`src/rtl/tmode_pkg.sv`:
```
`timescale 1ns/1ps
package tmode_pkg;

   // default geometry of the serial mode code
   localparam int unsigned TM_CODE_W  = 5;
   localparam int unsigned TM_MODE_W  = 3;
   localparam int unsigned TM_N_MODES = 5;

   // capture sequencer states
   typedef enum logic {
      CAP_ARMED = 1'b0,   // waiting for a leading zero
      CAP_BODY  = 1'b1    // collecting the remaining code bits
   } cap_state_e;

   // mode values; enable index k is active for mode k+1
   typedef enum logic [TM_MODE_W-1:0] {
      MODE_NONE    = 3'd0,
      MODE_ALT_HI  = 3'd1,
      MODE_PULL_HI = 3'd2,
      MODE_PULL_LO = 3'd3,
      MODE_HIZ     = 3'd4,
      MODE_XOR     = 3'd5
   } mode_e;

endpackage

```
`src/rtl/tmode_shift.sv`:
```
`timescale 1ns/1ps
// Serial capture: arms on the first sampled zero, collects the rest of the
// code MSB first, and flags the edge on which the final bit is present.
module tmode_shift #(
   parameter int unsigned CODE_W = tmode_pkg::TM_CODE_W
) (
   input  logic              clk,
   input  logic              arst_n,
   input  logic              din,
   output logic              code_vld,
   output logic [CODE_W-1:0] code
);
   import tmode_pkg::*;

   localparam int unsigned BODY_W = CODE_W - 2;
   localparam int unsigned CNT_W  = $clog2(CODE_W);
   localparam logic [CNT_W-1:0] LAST = CNT_W'(BODY_W);

   generate
      if (CODE_W < 4) begin : g_bad_code_w
         $error("tmode_shift: CODE_W must be at least 4");
      end
   endgenerate

   cap_state_e        st_q;
   logic [CNT_W-1:0]  cnt_q;
   logic [BODY_W-1:0] body_q;

   always_ff @(posedge clk or negedge arst_n) begin
      if (!arst_n) begin
         st_q   <= CAP_ARMED;
         cnt_q  <= '0;
         body_q <= '0;
      end else begin
         case (st_q)
            CAP_ARMED: begin
               if (!din) begin
                  st_q  <= CAP_BODY;
                  cnt_q <= '0;
               end
            end
            CAP_BODY: begin
               if (cnt_q == LAST) begin
                  st_q <= CAP_ARMED;
               end else begin
                  body_q <= {body_q[BODY_W-2:0], din};
                  cnt_q  <= cnt_q + 1'b1;
               end
            end
            default: st_q <= CAP_ARMED;
         endcase
      end
   end

   // the final bit is taken straight from the pin on the completing edge
   assign code_vld = (st_q == CAP_BODY) && (cnt_q == LAST);
   assign code     = {1'b0, body_q, din};

endmodule

```
`src/rtl/tmode_latch.sv`:
```
`timescale 1ns/1ps
// Decodes a completed code and holds the resulting mode and its enables.
module tmode_latch #(
   parameter int unsigned CODE_W     = tmode_pkg::TM_CODE_W,
   parameter int unsigned MODE_W     = tmode_pkg::TM_MODE_W,
   parameter int unsigned N_MODES    = tmode_pkg::TM_N_MODES,
   parameter bit          REG_ONEHOT = 1'b1
) (
   input  logic               clk,
   input  logic               arst_n,
   input  logic               code_vld,
   input  logic [CODE_W-1:0]  code,
   output logic [MODE_W-1:0]  mode_q,
   output logic [N_MODES-1:0] en
);
   localparam logic [MODE_W-1:0] TOP_MODE = MODE_W'(N_MODES);

   generate
      if (CODE_W <= MODE_W) begin : g_bad_widths
         $error("tmode_latch: CODE_W must exceed MODE_W");
      end
      if (N_MODES >= (1 << MODE_W)) begin : g_bad_modes
         $error("tmode_latch: N_MODES does not fit in MODE_W");
      end
   endgenerate

   logic              valid;
   logic [MODE_W-1:0] nxt_mode;

   always_comb begin
      valid = (code[CODE_W-1:MODE_W] == '0) &&
              (code[MODE_W-1:0] != '0) &&
              (code[MODE_W-1:0] <= TOP_MODE);
      nxt_mode = valid ? code[MODE_W-1:0] : '0;
   end

   always_ff @(posedge clk or negedge arst_n) begin
      if (!arst_n)       mode_q <= '0;
      else if (code_vld) mode_q <= nxt_mode;
   end

   generate
      if (REG_ONEHOT) begin : g_en_reg
         // enables get their own flops, loaded alongside the mode
         logic [N_MODES-1:0] en_nxt;
         logic [N_MODES-1:0] en_q;
         for (genvar k = 0; k < N_MODES; k++) begin : g_nxt
            assign en_nxt[k] = (nxt_mode == MODE_W'(k + 1));
         end
         always_ff @(posedge clk or negedge arst_n) begin
            if (!arst_n)       en_q <= '0;
            else if (code_vld) en_q <= en_nxt;
         end
         assign en = en_q;
      end else begin : g_en_comb
         // enables decoded from the held mode
         for (genvar k = 0; k < N_MODES; k++) begin : g_dec
            assign en[k] = (mode_q == MODE_W'(k + 1));
         end
      end
   endgenerate

endmodule

```
`src/rtl/tmode_ctrl.sv`:
```
`timescale 1ns/1ps
// Top: pin qualification, pin-derived clear, capture and mode hold.
module tmode_ctrl #(
   parameter int unsigned CODE_W     = tmode_pkg::TM_CODE_W,
   parameter int unsigned MODE_W     = tmode_pkg::TM_MODE_W,
   parameter bit          REG_ONEHOT = 1'b1
) (
   input  logic              clk_osc,
   input  logic              tp_data,
   input  logic              tp_arm,
   input  logic              tp_rsvd,
   output logic [MODE_W-1:0] mode_code,
   output logic              en_alt_hi,
   output logic              en_pull_hi,
   output logic              en_pull_lo,
   output logic              en_hiz,
   output logic              en_xor,
   output logic              debug_mode
);
   import tmode_pkg::*;

   localparam int unsigned N_MODES = TM_N_MODES;

   generate
      if (MODE_W < 3) begin : g_bad_mode_w
         $error("tmode_ctrl: MODE_W must hold five modes");
      end
   endgenerate

   // test logic runs only in entry; any other pin state holds it cleared
   logic entry_n;
   logic arst_n;
   assign entry_n = ~tp_arm | tp_rsvd;
   assign arst_n  = ~entry_n;

   logic              code_vld;
   logic [CODE_W-1:0] code;
   logic [N_MODES-1:0] en;

   tmode_shift #(
      .CODE_W (CODE_W)
   ) u_shift (
      .clk      (clk_osc),
      .arst_n   (arst_n),
      .din      (tp_data),
      .code_vld (code_vld),
      .code     (code)
   );

   tmode_latch #(
      .CODE_W     (CODE_W),
      .MODE_W     (MODE_W),
      .N_MODES    (N_MODES),
      .REG_ONEHOT (REG_ONEHOT)
   ) u_latch (
      .clk      (clk_osc),
      .arst_n   (arst_n),
      .code_vld (code_vld),
      .code     (code),
      .mode_q   (mode_code),
      .en       (en)
   );

   assign en_alt_hi  = en[int'(MODE_ALT_HI)  - 1];
   assign en_pull_hi = en[int'(MODE_PULL_HI) - 1];
   assign en_pull_lo = en[int'(MODE_PULL_LO) - 1];
   assign en_hiz     = en[int'(MODE_HIZ)     - 1];
   assign en_xor     = en[int'(MODE_XOR)     - 1];

   // debug state: both selects low, data pin high
   assign debug_mode = ~tp_rsvd & ~tp_arm & tp_data;

endmodule

```
`config.mk`:
```
export PLATFORM = sky130hd
export DESIGN_NAME = tmode_ctrl
export DESIGN_NICKNAME = d
export VERILOG_FILES = /design/src/rtl/tmode_pkg.sv /design/src/rtl/tmode_shift.sv /design/src/rtl/tmode_latch.sv /design/src/rtl/tmode_ctrl.sv
export SDC_FILE = /design/constraint.sdc
export NUM_CORES = 1
export LEC_CHECK = 0
export BUFFER_PORTS_ARGS = -buffer_cell sky130_fd_sc_hd__buf_2
export CORE_MARGIN = 2
export CORE_UTILIZATION = 45
export DETAILED_ROUTE_END_ITERATION = 8
export GPL_TIMING_DRIVEN = 1
export PLACE_DENSITY = 0.79
export SLEW_MARGIN = 20
export SYNTH_ARGS = -nofsm -noshare
export SYNTH_HDL_FRONTEND = slang
export SYNTH_SLANG_ARGS = --single-unit
```
`constraint.sdc`:
```
create_clock -name clk_osc -period 2.14 [get_ports clk_osc]
set_input_delay 0.428 -clock clk_osc [delete_from_list [all_inputs] [get_ports clk_osc]]
set_output_delay 0.428 -clock clk_osc [all_outputs]
set_load 0.005 [all_outputs]
```
# --- Yosys cells after proc, flatten, opt, wreduce, memory -nomap -nowiden ---
# Index checks and enable logic that the tools add are counted.
# Widths: inputs -> output; s select.
op_classes:
  n_addsub: 1
  order_cmp: 1
  eq_ne: 8
  n_mux: 7
  bitwise: 7
  reduce_logical: 7
op_table:
  columns: ["op", "n"]
  rows:
  - ["$eq 3x2->1 const B", 3]
  - ["$mux 3", 3]
  - ["$eq 3x3->1 const B", 2]
  - ["$pmux 3 s2", 1]
  - ["$ne 2x2->1 const B", 2]
  - ["$not 1->1", 4]
  - ["$reduce_and 2->1", 2]
  - ["$add 3x1->3 const B", 1]
  - ["$eq 3x1->1 const B", 1]
  - ["$le 3x3->1 const B", 1]
  - ["$logic_and 1x1->1", 3]
  - ["$reduce_bool 3->1", 1]
  - ["$and 1x1->1", 2]
  - ["$logic_not 2->1", 1]
  - ["$mux 1", 2]
  - ["$pmux 1 s2", 1]
  - ["$or 1x1->1", 1]
word_totals:
  regBits: 15

# --- Longest topological paths before layout ---
# Gate-level depths: netlist of the first run.
logic_depth:
  ltp_word: 5
  depth_mapped: 5
  depth_no_buf: 4

# --- By module ---
# From an unflattened synthesis of the first run, not the netlist that was laid out.
unflattened:
  hier_cells: 53
  area_unflattened_um2: 696.9
by_module_without_submodules:
  columns: ["mod", "n_inst", "cells_per_inst", "area_each_um2"]
  rows:
  - ["tmode_shift", 1, 26, 347.8]
  - ["tmode_latch", 1, 25, 330.3]
  - ["tmode_ctrl", 1, 2, 18.8]

# --- Least setup slack after synthesis of the first run ---
# Ideal clock, no wire load.
synth_path:
  path_type: "register -> register"
  start: "register u_shift.cnt_q[0]"
  end: "register u_shift.cnt_q[1]"
  setup_time_ps: 121
  arrival_time_ps: 1367
  t_required_ps: 2019
  path_slack_ps: 652
  path_stages_with_launch: 6
  n_path_buf: 1
  period_less_slack_ps: 1488
  path_cell_list: "dfrtp_1 ha_1 ha_1 buf_6 mux2_4 a22o_1"
synth_between:
  elab_chain_cells: 3
  elab_cells_between_ends: 6
  classes_between: "add/sub: 1; eq/ne: 2; mux: 2; reduce/logical: 1"
synth_lines:
  columns: ["item", "line_no", "source"]
  rows:
  - ["from (decl)", "tmode_shift.sv:26", "logic [CNT_W-1:0] cnt_q;"]
  - ["from (signal assigned)", "tmode_shift.sv:47", "cnt_q <= cnt_q + 1'b1;"]
  - ["$add 3x1->3 or $eq 3x2->1 (tied branches)", "tmode_shift.sv:47, tmode_shift.sv:43", null]
  - ["$mux 3 or $ne 2x2->1 (tied branches)", null, null]
  - ["$pmux 3 s2 or $reduce_and 2->1 (tied branches)", null, null]
# Parallel ways exist; a longest one is shown, timed or not. The select of a mux whose other input is x is not followed.
# A chain may end at the register's enable or synchronous reset.

# --- Worst setup path in the final report of the first run ---
layout_path:
  start: "register u_shift.cnt_q[0]"
  end: "register u_shift.body_q[1]"
layout_between:
  elab_chain_cells: 3
layout_lines:
  columns: ["item", "line_no", "source"]
  rows:
  - ["$eq 3x2->1", "tmode_shift.sv:43", "if (cnt_q == LAST) begin"]
  - ["$not 1->1 (no line)", null, null]
  - ["$reduce_and 2->1 (no line)", null, null]
  - ["to (signal assigned)", "tmode_shift.sv:46", "body_q <= {body_q[BODY_W-2:0], din};"]
  - ["to (decl)", "tmode_shift.sv:27", "logic [BODY_W-1:0] body_q;"]
# Every way passes these cells.

==> results of run 1 <==
==> sequential cells by signal, summed over array words and instances, names as in the netlist <==
name,count
u_latch.en,5
u_latch.mode_q,3
u_shift.body_q,3
u_shift.cnt_q,3
u_shift.st_q,1
==> kinds of logic (layout without fill, tap and decap cells) <==
group	count (synthesis)	in the layout
fa+ha+maj	2	2
flops	15	15
mux	6	6
simple gates	15	15
xor+xnor	1	1
buf+inv	3	18
compound gates	12	12
==> layer usage <==
layer,routed length [um],track usage
met4,22,0.0727
met1,614,0.200
met5,0,0
met3,57,0.0367
met2,469,0.194
==> worst min-delay path, cell delays in order <==
cell	delay (ns)
sky130_fd_sc_hd__buf_2	0.08
sky130_fd_sc_hd__nor2b_1	0.11
sky130_fd_sc_hd__buf_4	0.23
==> per-stage QoR <==
step           hold WS (ns)  cells  setup slack [ns]  utilization
2_1_floorplan         0.476     54             0.652            -
3_3_place_gp          0.469     81             0.488        0.524
3_5_place_dp          0.473     81             0.449        0.524
4_1_cts               0.207     85             0.433        0.542
5_1_grt               0.248     85             0.375        0.542
6_report              0.204     85             0.426        0.542
==> power by group through the flow <==
stage	clock network [mW]	registers (mW)	logic (mW)
after detailed placement	0	0.545	0.484
after global routing	0.173	0.560	0.532
final	0.161	0.539	0.483
after global placement	0	0.538	0.480
after CTS	0.165	0.540	0.488
after floorplan	0	0.516	0.402
==> layout by cell type (no fill, tap or decap), types with 2 or more instances in the layout <==
| master | instances |
|---|---|
| sky130_fd_sc_hd__dfrtp_1 | 15 |
| sky130_fd_sc_hd__nand4b_1 | 3 |
| sky130_fd_sc_hd__nand2b_1 | 3 |
| sky130_fd_sc_hd__o2bb2ai_1 | 5 |
| sky130_fd_sc_hd__a22o_1 | 2 |
| sky130_fd_sc_hd__mux2_2 | 4 |
| sky130_fd_sc_hd__ha_1 | 2 |
| sky130_fd_sc_hd__clkbuf_4 | 3 |
| sky130_fd_sc_hd__buf_2 | 12 |
| sky130_fd_sc_hd__nor2b_1 | 3 |
==> cells in the mapped netlist <==
library cell | n | share of area
sky130_fd_sc_hd__dfrtp_1 | 15 | 0.52
sky130_fd_sc_hd__o2bb2ai_1 | 5 | 0.060
sky130_fd_sc_hd__mux2_2 | 4 | 0.062
sky130_fd_sc_hd__nand2b_1 | 3 | 0.026
sky130_fd_sc_hd__nand4b_1 | 3 | 0.036
sky130_fd_sc_hd__nor2b_1 | 3 | 0.026
sky130_fd_sc_hd__a22o_1 | 2 | 0.024
sky130_fd_sc_hd__buf_6 | 2 | 0.031
sky130_fd_sc_hd__ha_1 | 2 | 0.035
sky130_fd_sc_hd__a21bo_2 | 1 | 0.014
sky130_fd_sc_hd__a21boi_0 | 1 | 0.010
sky130_fd_sc_hd__a41o_2 | 1 | 0.016
sky130_fd_sc_hd__and2b_2 | 1 | 0.012
sky130_fd_sc_hd__inv_1 | 1 | 0.0052
sky130_fd_sc_hd__mux2_4 | 1 | 0.021
sky130_fd_sc_hd__mux2i_1 | 1 | 0.014
sky130_fd_sc_hd__nand2_1 | 1 | 0.0052
sky130_fd_sc_hd__nand2_4 | 1 | 0.016
sky130_fd_sc_hd__nor3b_1 | 1 | 0.010
sky130_fd_sc_hd__nor4b_1 | 1 | 0.012
sky130_fd_sc_hd__o22ai_1 | 1 | 0.0086
sky130_fd_sc_hd__o31ai_2 | 1 | 0.017
sky130_fd_sc_hd__or2_2 | 1 | 0.0086
sky130_fd_sc_hd__xnor2_1 | 1 | 0.012
==> layout make-up <==
class,instances,area share
Tap cell,16,0.0245
Timing Repair Buffer,13,0.0828
Sequential cell,15,0.460
Clock buffer,4,0.0322
Inverter,1,0.00460
Multi-Input combinational cell,36,0.396
==> worst max-delay path by stage <==
| stage | endpoint | slack (ns) |
|---|---|---|
| after floorplan | u_shift.cnt_q[1] | 0.65 |
| after global placement | u_shift.body_q[1] | 0.49 |
| after detailed placement | u_shift.body_q[1] | 0.45 |
| after CTS | u_shift.body_q[1] | 0.43 |
| after global routing | u_shift.body_q[0] | 0.37 |
| final | u_shift.body_q[1] | 0.43 |
==> flow_metrics.tcl, run 1 <==
set metrics [dict create \
    run_status "completed" \
    first_global_vias 422 \
    cts_inserted_buffers 3 \
    synth_xor_xnor_area_share 0.0121 \
    critical_path_peak_fanout 12 \
    core_region_mm2 0.00151 \
    cts_post_setup_buffers_inserted 0 \
    worst_pin_slew_ns 0.471 \
    grt_max_degree 16 \
    floorplan.die.height_um 44.1 \
    detailedPlacementHpwl_um 825 \
    num_vias 471 \
    rsz0062_at_grt "false" \
    power.share.sequential 0.456 \
    internal_power_mw 0.778 \
    tritoncts_num_sinks 15 \
    clk_pin_slew_worst_paths_ns 0.08 \
    finalWorstPathRequiredPeriod_ns 1.71 \
    tritoncts_clock_tree "yes" \
    final_antenna_net_count 0 \
    final_min_period_over_clock_period 0.801 \
    initial_cell_density_of_the_core 0.481 \
    firstDrtPassIters 5 \
    grt-ovfl-total 0 \
    post_cts.resized_instances 0 \
    syn2layout_area_growth_pct 12.6 \
    cts_htree_levels 1 \
    critical_path.n_buffers_inverters 0 \
    diodes 0 \
    crit_top_cell "sky130_fd_sc_hd__ha_1" \
    finalMaxSlewViolations 0 \
    postSynthNetCount 60 \
    top_level_ports 13 \
    grt_pass1_wl_um 1950 \
    avgSynthCellArea_um2 13.4 \
    cp_num_cells 4 \
    setup_viol 0 \
    synth_sequential_area_ratio 0.518 \
    placement.io_buffers 12 \
    critical-path-slowest-cell "sky130_fd_sc_hd__dfrtp_1" \
    fillers 129 \
    initialDrtViolationCount 5 \
    finalHoldViolCount 0 \
    post_synth_fa_ha_maj_area_fraction 0.0345 \
    clockPowerShare 0.136 \
    fin_skew_ns 0.000979 \
    gp_congestion 0.716 \
    maxCapViolCount 0 \
    post_drt_via_cell_ratio 5.54 \
    switching_fraction 0.342 \
    hp-class "in2async" \
    clock_insertion_delay_worst_skew_ns 0.28 \
    highest_cell_delay_on_the_worst_timing_path_ns 0.42 \
    seq_area_um2 375 \
    cp-start-kind "flip-flop" \
    rows 14 \
    p_switching_mw 0.405 \
    ctsHoldBuffers 0 \
    placed_cell_area_um2 790 \
    detail_route.drc_violations 0 \
    clock-root-buffer "sky130_fd_sc_hd__clkbuf_4" \
    fin_area_um2 816 \
    routedWlPerCell_um 13.7 \
    max_clock_freq_mhz 584 \
    setup_tns_ns 0 \
    antenna_found_initial 0 \
    critical_path.cell_chain "ha_1 > ha_1 > and2b_2 > mux2_2" \
    length_in_cells_of_the_worst_reg_to_reg_path 4 \
    cp_data_arrival_time_ns 1.89 \
    design_power_total_mw 1.18 \
    timing.critical_path.from "u_shift.cnt_q[0]" \
    bufs_on_longest_clock_path 2 \
    nets 76 \
    yosysUniqueCellTypes 24 \
    power_density_mw_per_mm2 1450 \
    cp-end-kind "flip-flop" \
    synth_top_family_by_area "simple AND/OR/NAND/NOR gates" \
    max-vdd-ir-drop_mv 0.682 \
    r2r_end "u_shift.body_q[1]" \
    groute.usage.overall 0.140 \
    final_layout_size_suffix_gt1_frac 0.391 \
    postRouteWirelength_um 1160 \
    synth-seq-cells 15 \
    synth-simple-area-share 0.152 \
    timing.critical_path.required_ns 2.31 \
    slew_headroom 0.686 \
    synth.yosys.warnings 0 \
    synthesized_netlist_cell_count 54 \
    timing_worst_setup_path_type "reg2reg" \
    synth.mux.area_fraction 0.0967 \
    synth-compound-area-share 0.150 \
    comb_power_share 0.408 \
    power_leakage_nw 0.397 \
    netlist_area_um2 724 \
    die-area_mm2 0.00195 \
    die_width_um 44.1 \
    multi_input_area_um2 323 \
    rr_startpoint "u_shift.cnt_q[0]" \
    setup.reg_to_reg.worst_slack_ns 0.43 \
    cp_top_family "adder cells" \
]
Note: power is estimated with default switching activity, not from simulation.
==> run 2, diff against run 1 <==
Settings changed: PLACE_DENSITY 0.79 to 0.81.
Clock period 2.14 ns to 1.4 ns, I/O delays scaled along.
==> flow_metrics.tcl, run 2 (synthesis gave the netlist of run 1 again) <==
set metrics [dict create \
    max-vdd-ir-drop_mv 1.36 \
    antenna_found_initial 0 \
    gp_congestion 0.709 \
    setup_tns_ns -0.0261 \
    die-area_mm2 0.00195 \
    max_clock_freq_mhz 707 \
    top_level_ports 13 \
    cts_inserted_buffers 3 \
    floorplan.die.height_um 44.1 \
    finalHoldViolCount 0 \
    final_layout_size_suffix_gt1_frac 0.481 \
    finalMaxSlewViolations 0 \
    fin_skew_ns 0.00570 \
    detailedPlacementHpwl_um 1000 \
    critical-path-slowest-cell "sky130_fd_sc_hd__dfrtp_1" \
    fillers 126 \
    post-place-ws_ns -0.0304 \
    die_width_um 44.1 \
    setup_slack_ns -0.0141 \
    rsz0062_at_grt "true" \
    slew_headroom 0.773 \
    clock_insertion_delay_worst_skew_ns 0.28 \
    critical_path.cell_chain "ha_2 > ha_4 > and2b_2 > mux2_4" \
    timing_worst_setup_path_type "reg2reg" \
    cp-end-kind "flip-flop" \
    most_common_cell_after_layout_fill_and_taps_aside "sky130_fd_sc_hd__dfrtp_1" \
    cp_top_family "flip-flops" \
    setup_viol 2 \
    violations_in_the_final_reports "negative setup slack" \
    bufs_on_longest_clock_path 2 \
    tritoncts_num_sinks 15 \
    postRouteWirelength_um 1390 \
    initial_cell_density_of_the_core 0.481 \
    worst_pin_slew_ns 0.341 \
    highest_cell_delay_on_the_worst_timing_path_ns 0.39 \
    syn2layout_area_growth_pct 24.0 \
    placed_cell_area_um2 850 \
    tritoncts_clock_tree "yes" \
    design_power_total_mw 2.06 \
    cp_data_arrival_time_ns 1.59 \
    nets 84 \
    power_density_mw_per_mm2 2300 \
    placement.io_buffers 12 \
    mostFrequentLayoutCells "15 x sky130_fd_sc_hd__dfrtp_1, 12 x sky130_fd_sc_hd__buf_2, 9 x sky130_fd_sc_hd__buf_4" \
    critical_path.n_buffers_inverters 0 \
    diodes 0 \
    cp-start-kind "flip-flop" \
    final_min_period_over_clock_period 1.01 \
    critical_path_peak_fanout 7 \
    rows 14 \
    final_antenna_net_count 0 \
    run_status "finished, violations left" \
    initialDrtViolationCount 4 \
    post_drt_via_cell_ratio 5.71 \
    ctsHoldBuffers 0 \
    first_global_vias 522 \
    fin_area_um2 898 \
    groute.usage.overall 0.178 \
    routedWlPerCell_um 14.9 \
    num_vias 531 \
    grt_max_degree 16 \
    firstDrtPassIters 4 \
    finalWorstPathRequiredPeriod_ns 1.41 \
    setup.reg_to_reg.worst_slack_ns -0.01 \
    core_region_mm2 0.00151 \
    largest_reg_flops 5 \
    maxCapViolCount 0 \
    timing.critical_path.required_ns 1.57 \
    power_leakage_nw 0.443 \
    grt_pass1_wl_um 2370 \
    hp-class "in2async" \
    clk_pin_slew_worst_paths_ns 0.09 \
    grt-ovfl-total 0 \
    cts_htree_levels 1 \
    clock-root-buffer "sky130_fd_sc_hd__clkbuf_4" \
    detail_route.drc_violations 0 \
]
-- run 2: path summary, 6_finish.rpt --
path                                   from  cells after the start                end
setup / recovery           u_shift.cnt_q[0]                      4  u_shift.body_q[1]
hold / removal                      tp_rsvd                      3      u_latch.en[0]
setup reg to reg           u_shift.cnt_q[0]                      4  u_shift.body_q[1]
hold reg to reg               u_latch.en[2]                      1      u_latch.en[2]
max in group asynchronous            tp_arm                      3  u_latch.mode_q[0]
min in group clk_osc                tp_data                      2       u_shift.st_q
-- run 2: repair_timing --
item | in CTS | in global routing
setup endpoints to repair | 2 | 3
hold endpoints to repair | 0 | 0
gates resized for setup | 2 | 0
buffers inserted | 1 | 1
pin swaps | 1 | 0
gates cloned | 0 | 0
-- run 2: layout make-up --
class / instances / area (um^2) / share of cell area
inverter: 1 / 3.75 / 0.00418
sequential: 15 / 375 / 0.418
tap: 16 / 20.0 / 0.0223
multi-input combinational: 36 / 345 / 0.384
clock buffer: 4 / 26.3 / 0.0292
timing repair buffer: 21 / 128 / 0.142
-- run 2: per-layer routing --
metal,vias up,part of all wire,wire [um],global-route usage
met5,-,0,0,0
met4,0,0.022,31,0.0909
met3,4,0.060,83,0.0490
met2,19,0.49,673,0.274
met1,259,0.43,598,0.231
li1,249,-,-,-
-- run 2: per-stage QoR --
step                hold slack (ns)  cells   util
finish                       0.0633     93  0.596
global route                  0.101     93  0.596
CTS                          0.0583     92  0.591
detailed placement            0.370     87  0.564
global placement              0.365     87  0.564
floorplan                     0.391     54      -
-- run 2: where the power goes --
part           leakage [nW]  internal [mW]  switching [mW]
sequential            0.194          0.631           0.185
clock                0.0150          0.111           0.137
combinational         0.234          0.619           0.379
total                 0.443           1.36           0.702
-- run 2: worst reg2reg max path, cell delays in order (launching register included) --
cell                      delay, ns
sky130_fd_sc_hd__dfrtp_1       0.39
sky130_fd_sc_hd__ha_2          0.20
sky130_fd_sc_hd__ha_4          0.19
sky130_fd_sc_hd__and2b_2       0.24
sky130_fd_sc_hd__mux2_4        0.29
==> run 3, diff against run 2 <==
Settings changed: RECOVER_POWER set to 50.
==> flow_metrics.tcl, run 3 (synthesis gave the netlist of run 1 again) <==
set metrics [dict create \
    final_min_period_over_clock_period 1.01 \
    final_layout_size_suffix_gt1_frac 0.455 \
    nets 84 \
    post-place-ws_ns -0.0304 \
    final_antenna_net_count 0 \
    clock-root-buffer "sky130_fd_sc_hd__clkbuf_4" \
    hp-class "in2async" \
    die_width_um 44.1 \
    cp_data_arrival_time_ns 1.59 \
    setup_viol 2 \
    syn2layout_area_growth_pct 23.3 \
    setup_tns_ns -0.0228 \
    worst_pin_slew_ns 0.781 \
    top_level_ports 13 \
    largest_reg_flops 5 \
    timing_worst_setup_path_type "reg2reg" \
    clock_insertion_delay_worst_skew_ns 0.29 \
    rsz0062_at_grt "true" \
    cts_htree_levels 1 \
    max-vdd-ir-drop_mv 1.36 \
    grt_max_degree 16 \
    setup_slack_ns -0.0137 \
    cp-start-kind "flip-flop" \
    cp-end-kind "flip-flop" \
    clk_pin_slew_worst_paths_ns 0.09 \
    finalHoldViolCount 0 \
    placed_cell_area_um2 850 \
    rows 14 \
    floorplan.die.height_um 44.1 \
    critical_path_peak_fanout 7 \
    gp_congestion 0.709 \
    diodes 0 \
    slew_headroom 0.479 \
    initialDrtViolationCount 5 \
    max_clock_freq_mhz 707 \
    bufs_on_longest_clock_path 2 \
    mostFrequentLayoutCells "15 x sky130_fd_sc_hd__dfrtp_1, 11 x sky130_fd_sc_hd__buf_2, 8 x sky130_fd_sc_hd__buf_4" \
    antenna_found_initial 0 \
    initial_cell_density_of_the_core 0.481 \
    most_common_cell_after_layout_fill_and_taps_aside "sky130_fd_sc_hd__dfrtp_1" \
    core_region_mm2 0.00151 \
    die-area_mm2 0.00195 \
    detailedPlacementHpwl_um 1000 \
    num_vias 533 \
    post_drt_via_cell_ratio 5.73 \
    fin_area_um2 893 \
    postRouteWirelength_um 1400 \
    firstDrtPassIters 4 \
    grt-ovfl-total 0 \
    tritoncts_num_sinks 15 \
    detail_route.drc_violations 0 \
    fin_skew_ns 0.00757 \
    power_density_mw_per_mm2 2310 \
    tritoncts_clock_tree "yes" \
    groute.usage.overall 0.178 \
    first_global_vias 522 \
    violations_in_the_final_reports "negative setup slack" \
    power_leakage_nw 0.436 \
    finalWorstPathRequiredPeriod_ns 1.41 \
    grt_pass1_wl_um 2370 \
    run_status "finished, violations left" \
    placement.io_buffers 12 \
    timing.critical_path.required_ns 1.57 \
    routedWlPerCell_um 15.0 \
    maxCapViolCount 0 \
    cts_inserted_buffers 3 \
    finalMaxSlewViolations 0 \
]
run 3: final cells by class:
class | count | area, um^2
Clock buffer | 4 | 26.3
Inverter | 1 | 3.75
Multi-Input combinational cell | 36 | 345
Timing Repair Buffer | 21 | 123
Tap cell | 16 | 20.0
Fill cell | 126 | 613
Sequential cell | 15 | 375
run 3: per-layer routing:
layer  up-vias  global-route usage  wire (um)
li1        251                   -          -
met1       271               0.231        628
met2         7               0.274        690
met3         4              0.0490         47
met4         0              0.0909         31
met5         -                   0          0
run 3: critical path, cell delays in order (launching register included):
cell	delay, ns
sky130_fd_sc_hd__dfrtp_1	0.39
sky130_fd_sc_hd__ha_2	0.20
sky130_fd_sc_hd__ha_4	0.19
sky130_fd_sc_hd__and2b_2	0.24
sky130_fd_sc_hd__mux2_4	0.29
run 3: repair_timing:
action	4_1_cts	5_1_grt
resized for setup	2	0
endpoints found under the setup margin	2	3
hold buffers	0	0
setup buffers	1	1
pin swaps	1	0
run 3: path summary, 6_finish.rpt:
kind | slack [ns] | from | to | cells past startpoint
min in group clk_osc | 0.30 | tp_data | u_shift.st_q | 2
max in group asynchronous | 0.61 | tp_arm | u_latch.mode_q[0] | 3
max reg2reg | -0.01 | u_shift.cnt_q[0] | u_shift.body_q[1] | 4
max | -0.01 | u_shift.cnt_q[0] | u_shift.body_q[1] | 4
min | 0.27 | tp_rsvd | u_latch.en[0] | 3
min reg2reg | 0.50 | u_latch.en[2] | u_latch.en[2] | 1
run 3: per-stage QoR:
stage | total power, mW | hold slack, ns | cells | util
4_1_cts | 2.07 | 0.0583 | 92 | 0.591
2_1_floorplan | 1.43 | 0.391 | 54 | -
3_3_place_gp | 1.71 | 0.365 | 87 | 0.564
5_1_grt | 2.22 | 0.313 | 93 | 0.593
6_report | 2.06 | 0.272 | 93 | 0.593
3_5_place_dp | 1.76 | 0.370 | 87 | 0.564
run 3: power by group:
| part | total, mW | internal [mW] | leakage, nW | switching, mW |
|---|---|---|---|---|
| registers | 0.816 | 0.631 | 0.194 | 0.185 |
| clock network | 0.250 | 0.111 | 0.0150 | 0.140 |
| logic | 0.995 | 0.617 | 0.227 | 0.378 |
| total | 2.06 | 1.36 | 0.436 | 0.702 |
